## src/rtl/mzc_pkg.sv

```systemverilog
package mzc_pkg;
  localparam int unsigned NSLOT_DEF    = 4;
  localparam int unsigned NLINE_DEF    = 2;
  localparam int unsigned CTRL_W       = 8;
  localparam int unsigned CTRL_EDGE_LSB = 4;
  localparam int unsigned CTRL_EN_LSB   = 6;
  localparam int unsigned STAT_ERR_LSB  = 8;
  localparam int unsigned STAT_ERR_W    = 4;
  localparam int unsigned STAT_TMO_LSB  = 12;
  localparam logic [7:0]  ADDR_REV   = 8'h00;
  localparam logic [7:0]  ADDR_CTRL0 = 8'h02;
  localparam logic [7:0]  ADDR_RST   = 8'h0A;
  localparam logic [7:0]  ADDR_STAT  = 8'h0C;
endpackage

```

## src/rtl/mzc_src.sv

```systemverilog
module mzc_src (
  input  logic clk_i,
  input  logic rst_ni,
  input  logic req_i,
  input  logic en_i,
  input  logic edge_i,
  input  logic w1c_i,
  input  logic ack_i,
  output logic stat_o,
  output logic pulse_o
);
  logic prev_q, stat_q, pulse_q;
  logic rise, fall, clr, set;

  assign rise = req_i & ~prev_q;
  assign fall = ~req_i & prev_q;
  assign set  = en_i & rise;
  // ack only clears level-mode sources
  assign clr  = en_i & (fall | w1c_i | (ack_i & ~edge_i));

  always_ff @(posedge clk_i or negedge rst_ni) begin
    if (!rst_ni) begin
      prev_q  <= 1'b0;
      stat_q  <= 1'b0;
      pulse_q <= 1'b0;
    end else begin
      prev_q  <= req_i;
      pulse_q <= set & edge_i & ~stat_q;
      if (set)      stat_q <= 1'b1;
      else if (clr) stat_q <= 1'b0;
    end
  end

  assign stat_o  = stat_q;
  assign pulse_o = pulse_q;

  a_r4_disabled_hold: assert property (@(posedge clk_i) disable iff (!rst_ni)
    !en_i |=> $stable(stat_o));
  a_r5_fall_clears: assert property (@(posedge clk_i) disable iff (!rst_ni)
    (en_i && prev_q && !req_i) |=> !stat_o);
  a_r12_set_wins: assert property (@(posedge clk_i) disable iff (!rst_ni)
    (en_i && req_i && !prev_q) |=> stat_o);
  a_r7_pulse_on_new_flag: assert property (@(posedge clk_i) disable iff (!rst_ni)
    pulse_o |-> (stat_o && !$past(stat_o)));
endmodule

```

## src/rtl/mzc_regfile.sv

```systemverilog
module mzc_regfile
  import mzc_pkg::*;
#(
  parameter int unsigned N_SLOTS = NSLOT_DEF,
  parameter int unsigned N_LINES = NLINE_DEF,
  parameter int unsigned AW      = 8,
  parameter int unsigned DW      = 16,
  localparam int unsigned N_SRC  = N_SLOTS * N_LINES
) (
  input  logic                           clk_i,
  input  logic                           rst_ni,
  input  logic                           we_i,
  input  logic [AW-1:0]                  addr_i,
  input  logic [DW-1:0]                  wdata_i,
  input  logic [N_SRC-1:0]               stat_i,
  input  logic [N_SLOTS-1:0]             tmo_set_i,
  input  logic [N_SLOTS-1:0]             present_i,
  output logic [N_SLOTS-1:0][CTRL_W-1:0] ctrl_o,
  output logic [N_SRC-1:0]               w1c_o,
  output logic [DW-1:0]                  rdata_o,
  output logic                           bad_wr_o
);
  logic [N_SLOTS-1:0] tmo_q;
  logic               bad_q;
  logic               stat_wr, stat_bad, stat_ok;

  assign stat_wr  = we_i && (addr_i == AW'(ADDR_STAT));
  assign stat_bad = stat_wr && (|wdata_i[STAT_ERR_LSB +: STAT_ERR_W]);
  assign stat_ok  = stat_wr && !stat_bad;

  for (genvar s = 0; s < N_SLOTS; s++) begin : g_slot
    localparam logic [AW-1:0] CADDR = AW'(ADDR_CTRL0) + AW'(2 * s);
    always_ff @(posedge clk_i or negedge rst_ni) begin
      if (!rst_ni)                        ctrl_o[s] <= '0;
      else if (we_i && addr_i == CADDR)   ctrl_o[s] <= wdata_i[CTRL_W-1:0];
    end
    always_ff @(posedge clk_i or negedge rst_ni) begin
      if (!rst_ni)        tmo_q[s] <= 1'b0;
      else if (tmo_set_i[s]) tmo_q[s] <= 1'b1;
      else if (stat_ok && wdata_i[STAT_TMO_LSB + s]) tmo_q[s] <= 1'b0;
    end
    for (genvar n = 0; n < N_LINES; n++) begin : g_line
      assign w1c_o[s*N_LINES+n] = stat_ok & wdata_i[s*N_LINES+n] & present_i[s];
    end
  end

  always_ff @(posedge clk_i or negedge rst_ni) begin
    if (!rst_ni) bad_q <= 1'b0;
    else         bad_q <= stat_bad;
  end
  assign bad_wr_o = bad_q;

  always_comb begin
    rdata_o = '0;
    if (addr_i == AW'(ADDR_STAT)) begin
      rdata_o[N_SRC-1:0]              = stat_i;
      rdata_o[STAT_TMO_LSB +: N_SLOTS] = tmo_q;
    end
    for (int s = 0; s < N_SLOTS; s++)
      if (addr_i == AW'(ADDR_CTRL0) + AW'(2 * s)) rdata_o[CTRL_W-1:0] = ctrl_o[s];
  end

  a_r10_tmo_sets: assert property (@(posedge clk_i) disable iff (!rst_ni)
    (tmo_set_i != '0) |=> ((tmo_q & $past(tmo_set_i)) == $past(tmo_set_i)));
  a_r11_bad_no_change: assert property (@(posedge clk_i) disable iff (!rst_ni)
    (stat_bad && tmo_set_i == '0) |=> ($stable(tmo_q) && bad_wr_o));
  a_r11_bad_no_w1c: assert property (@(posedge clk_i) disable iff (!rst_ni)
    stat_bad |-> (w1c_o == '0));
endmodule

```

## src/rtl/mzc_irq_ctrl.sv

```systemverilog
module mzc_irq_ctrl
  import mzc_pkg::*;
#(
  parameter int unsigned N_SLOTS = NSLOT_DEF,
  parameter int unsigned N_LINES = NLINE_DEF,
  parameter int unsigned AW      = 8,
  parameter int unsigned DW      = 16,
  parameter int unsigned OFF_W   = 6,
  localparam int unsigned N_SRC  = N_SLOTS * N_LINES,
  localparam int unsigned SLOT_W = (N_SLOTS > 1) ? $clog2(N_SLOTS) : 1
) (
  input  logic               clk_i,
  input  logic               rst_ni,
  input  logic               reg_we_i,
  input  logic [AW-1:0]      reg_addr_i,
  input  logic [DW-1:0]      reg_wdata_i,
  output logic [DW-1:0]      reg_rdata_o,
  input  logic [N_SLOTS-1:0] slot_present_i,
  input  logic [N_SRC-1:0]   mod_irq_i,
  input  logic               ack_i,
  input  logic [SLOT_W-1:0]  ack_slot_i,
  input  logic [OFF_W-1:0]   ack_off_i,
  input  logic [N_SLOTS-1:0] tmo_set_i,
  output logic               host_irq_o,
  output logic               bad_wr_o
);
  logic [N_SLOTS-1:0][CTRL_W-1:0] ctrl;
  logic [N_SRC-1:0] stat, pulse, w1c, ack_hit, lvl_src;

  mzc_regfile #(.N_SLOTS(N_SLOTS), .N_LINES(N_LINES), .AW(AW), .DW(DW)) u_regs (
    .clk_i     (clk_i),
    .rst_ni    (rst_ni),
    .we_i      (reg_we_i),
    .addr_i    (reg_addr_i),
    .wdata_i   (reg_wdata_i),
    .stat_i    (stat),
    .tmo_set_i (tmo_set_i),
    .present_i (slot_present_i),
    .ctrl_o    (ctrl),
    .w1c_o     (w1c),
    .rdata_o   (reg_rdata_o),
    .bad_wr_o  (bad_wr_o)
  );

  for (genvar s = 0; s < N_SLOTS; s++) begin : g_slot
    for (genvar n = 0; n < N_LINES; n++) begin : g_line
      localparam int unsigned K = s * N_LINES + n;
      assign ack_hit[K] = ack_i && slot_present_i[s] &&
                          (ack_slot_i == SLOT_W'(s)) && (ack_off_i == OFF_W'(2 * n));
      assign lvl_src[K] = stat[K] & ~ctrl[s][CTRL_EDGE_LSB + n];
      mzc_src u_src (
        .clk_i   (clk_i),
        .rst_ni  (rst_ni),
        .req_i   (mod_irq_i[K]),
        .en_i    (ctrl[s][CTRL_EN_LSB + n]),
        .edge_i  (ctrl[s][CTRL_EDGE_LSB + n]),
        .w1c_i   (w1c[K]),
        .ack_i   (ack_hit[K]),
        .stat_o  (stat[K]),
        .pulse_o (pulse[K])
      );
    end
  end

  // level flag from level-mode sources only; edge pulse flips it for one cycle
  assign host_irq_o = (|lvl_src) ^ (|pulse);

  a_r6_host_low_idle: assert property (@(posedge clk_i) disable iff (!rst_ni)
    (stat == '0) |-> !host_irq_o);
  a_r7_pulse_one_cycle: assert property (@(posedge clk_i) disable iff (!rst_ni)
    (|pulse) |=> ((pulse & $past(pulse)) == '0));
endmodule

```

## config.mk

```make
export PLATFORM = sky130hd
export DESIGN_NAME = mzc_irq_ctrl
export DESIGN_NICKNAME = d
export VERILOG_FILES = /design/src/rtl/mzc_pkg.sv /design/src/rtl/mzc_src.sv /design/src/rtl/mzc_regfile.sv /design/src/rtl/mzc_irq_ctrl.sv
export SDC_FILE = /design/constraint.sdc
export NUM_CORES = 1
export LEC_CHECK = 0
export BUFFER_PORTS_ARGS = -buffer_cell sky130_fd_sc_hd__buf_2
export CORE_ASPECT_RATIO = 1.75
export CORE_UTILIZATION = 40
export CTS_CLUSTER_DIAMETER = 80
export CTS_CLUSTER_SIZE = 16
export DETAILED_ROUTE_END_ITERATION = 10
export HOLD_SLACK_MARGIN = 0.02
export PLACE_DENSITY = 0.7
export SLEW_MARGIN = 10
export SYNTH_ARGS = -nofsm -noshare
export SYNTH_HDL_FRONTEND = slang
export SYNTH_SLANG_ARGS = --single-unit
```

## constraint.sdc

```tcl
create_clock -name clk_i -period 3.25 [get_ports clk_i]
set_clock_uncertainty 0.1 [all_clocks]
set_input_delay 0.65 -clock clk_i [delete_from_list [all_inputs] [get_ports clk_i]]
set_output_delay 0.65 -clock clk_i [all_outputs]
set_load 0.02 [all_outputs]
```

==> impl_metrics.py <==
metrics = {
    "global_route": {
        "overflow": 0,
        "antenna_found_initial": 0,
        "grt_pass1_wl_um": 13500,
        "grt_pass1_vias": 2712,
        "grt_start_max_net_pins": 62,
        "grt_usage": 0.213,
    },
    "drt": {
        "dr_wl_met3_um": 432,
        "drtAntennaViolNets": 0,
        "avgRoutedWirePerCell_um": 18.0,
        "routed_via_density": 5.70,
        "drc": 0,
        "num_vias": 2598,
        "drt-total-wl_um": 8230,
        "met1_length_um": 3110,
        "first_pass_iters": 4,
        "drt_iter0_drc": 197,
        "top_layer_used": "met4",
        "wl_met2_um": 4430,
    },
    "die": {
        "placementRows": 42,
        "initial_core_util": 0.415,
        "io_pins": 70,
        "dieArea_um2": 8280,
        "fp.dieH_um": 120,
        "core_area_um2": 7620,
        "die_w_um": 69.2,
    },
    "synth": {
        "synth.cell_area_um2": 3160,
        "syn-instance-count": 289,
        "synth_mux_area_frac": 0.174,
        "synth-compound-area-share": 0.111,
        "synth_top_family_by_area": "simple AND/OR/NAND/NOR gates",
        "synth_top_area_frac": 0.482,
        "ys_seq_area_frac": 0.482,
        "synth-seq-cells": 61,
        "netlist.top_cell.by_area": "dfrtp_1",
        "yosysUniqueCellTypes": 39,
        "synth-xor-area-share": 0.00277,
        "avgSynthCellArea_um2": 10.9,
        "yosys.area_share.simple": 0.191,
        "ys_warn_count": 0,
        "yosys-top-cells-area": "dfrtp_1 (48%), mux2_2 (11%), mux2_4 (3.8%)",
        "synthAdderAreaFrac": 0,
    },
    "power_and_ir_drop": {
        "pwr-share-comb": 0.091,
        "power_density_nw_per_um2": 480,
        "switching_share": 0.233,
        "total_leakage_power_nw": 1.90,
        "seqPwrFrac": 0.434,
        "internal-power_mw": 1.44,
        "p_sw_uw": 436,
        "irDropWorstVdd_mv": 0.308,
        "clkPwrFrac": 0.476,
    },
    "hold_path": {
        "hp-class": "in2async",
    },
    "cts": {
        "cts_setup_buffers": 0,
        "insertion_delay_ns": 0.33,
        "cts_tree": "done",
        "cts_sinks": 61,
        "cts.reportedPaths.clkPinSlew_ns": 0.05,
        "cts_buffers": 9,
        "ctsResizeCount": 0,
        "cts_root_buf": "clkbuf_16",
        "hold_buffers": 0,
        "clockBufferDepth": 2,
        "htree_levels": 3,
    },
    "timing": {
        "relSlewSlack": 0.644,
        "fin_crit_ns": 2.90,
        "rsz0062_at_grt": "no",
        "final-hold-violation-count": 0,
        "tightest_slew_ns": 0.529,
        "tns_ns": 0,
        "finalCritPeriodShare": 0.893,
        "drv_slew": 0,
        "finalSetupViolCount": 0,
        "max_clock_freq_mhz": 345,
    },
    "worst_setup_path": {
        "crit_chain": "buf_2 -> or4b_2 -> nor2_1 -> and3_1 -> buf_2",
        "worstRegToRegCells": 4,
        "crit_required_ns": 2.50,
        "slowest_stage": "or4b_2",
        "path_common_cell": "buf_2",
        "crit_path_max_incr_delay_ns": 0.66,
        "timing.rr.end": "g_slot[0].g_line[1].u_src.stat_o",
        "reg2reg_from": "u_regs.ctrl_o[7]",
        "ff2ff_setup_slack_ns": 2.08,
        "critical_path_arrival_ns": 2.15,
        "crit_fanout": 13,
        "criticalPathCategory": "in2out",
        "start_kind": "input port",
        "end_kind": "output pin",
    },
    "cells_and_area": {
        "nNetsFinal": 416,
        "utilization": 0.513,
        "num_antenna_cells": 0,
        "drive_gt1_frac": 0.367,
        "area_growth_pct": 23.4,
    },
    "outcome": {
        "status": "finished, final reports clean",
    },
    "placement": {
        "dp_hpwl_um": 6020,
        "io_buffers": 65,
        "gp_congestion": 0.816,
    },
    "job": {
        "drv_cap": 0,
    },
}
[worst max-delay path by stage]
| stage | from | end | slack, ns |
|---|---|---|---|
| global placement | reg_addr_i[3] | reg_rdata_o[14] | 0.39 |
| CTS | reg_addr_i[3] | reg_rdata_o[14] | 0.34 |
| global route | reg_addr_i[3] | reg_rdata_o[14] | 0.24 |
| detailed placement | reg_addr_i[3] | reg_rdata_o[14] | 0.34 |
| floorplan | reg_addr_i[2] | reg_rdata_o[1] | 0.20 |
| finish | reg_addr_i[3] | reg_rdata_o[14] | 0.35 |
[sequential cells by signal, summed over array words and instances, names as in the netlist]
| signal | flops |
|---|---|
| g_slot.g_line.u_src.stat_o | 8 |
| g_slot.g_line.u_src.prev_q | 8 |
| u_regs.bad_wr_o | 1 |
| u_regs.tmo_q | 4 |
| g_slot.g_line.u_src.pulse_o | 8 |
| u_regs.ctrl_o | 32 |
[cell type report]
class / count / area (um2)
Clock inverter: 1 / 5.00
Timing Repair Buffer: 75 / 413
Sequential cell: 61 / 1530
Inverter: 11 / 41.3
Tap cell: 88 / 110
Fill cell: 699 / 3710
Multi-Input combinational cell: 206 / 1540
Clock buffer: 14 / 274
[cell families (layout without fill, tap and decap cells)]
logic type | after synthesis | count (layout)
other | 1 | 4
and+or+nand+nor | 104 | 104
buffers and inverters | 25 | 101
muxes | 47 | 47
xor gates and xnor gates | 1 | 1
AOI/OAI and AO/OA | 50 | 50
DFF | 61 | 61
[cells in the mapped netlist (all sizes together)]
master and number:
dfrtp 61, mux2 40, nand2 29, nor2 14, and3 12, nor2b 12, o22ai 12, inv 11
nand2b 9, a21oi 8, a221oi 8, a31oi 8, buf 8, o41ai 8, mux2i 7, clkbuf 6
nor4 5, a21o 4, nand4 4, nand4b 4, nor4b 4, or3 3, nand3b 2, or4 2
a211oi 1, and4 1, conb 1, nand3 1, nor3 1, o211ai 1, or4b 1, xnor2 1
[layout by cell type, fill, tap and decap left out, types with 11 or more instances in the layout]
cell,count
and3_1,12
nor2b_1,12
nand2_1,29
buf_2,65
o22ai_1,12
nor2_1,14
mux2_2,32
inv_1,11
dfrtp_1,61
[power groups by stage]
stage	logic (mW)	registers (mW)	clock network (mW)
final	0.170	0.814	0.892
after global routing	0.187	0.818	0.943
after CTS	0.172	0.813	0.905
after detailed placement	0.171	0.825	0
after global placement	0.166	0.824	0
after floorplan	0.0887	0.818	0
[routing by layer]
metal,global-route usage,vias up
met4,0.112,0
li1,-,1214
met1,0.228,1291
met3,0.0453,20
met2,0.384,73
met5,0,-
[critical path: cells and delay by family]
kind          cells  cell delay (ns)
simple gates      3             1.09
buf+inv           2             0.41
[metrics by stage]
stage	area [um2]	setup slack (ns)	total power, mW	cells	hold slack, ns
finish	3910	0.348	1.88	456	0.211
global route	3910	0.244	1.95	456	0.243
CTS	3910	0.343	1.89	456	0.235
detailed placement	3630	0.337	0.996	441	0.348
global placement	3630	0.394	0.990	441	0.330
floorplan	3180	0.205	0.906	292	0.254
No activity file was read; power rests on OpenSTA's default activity.
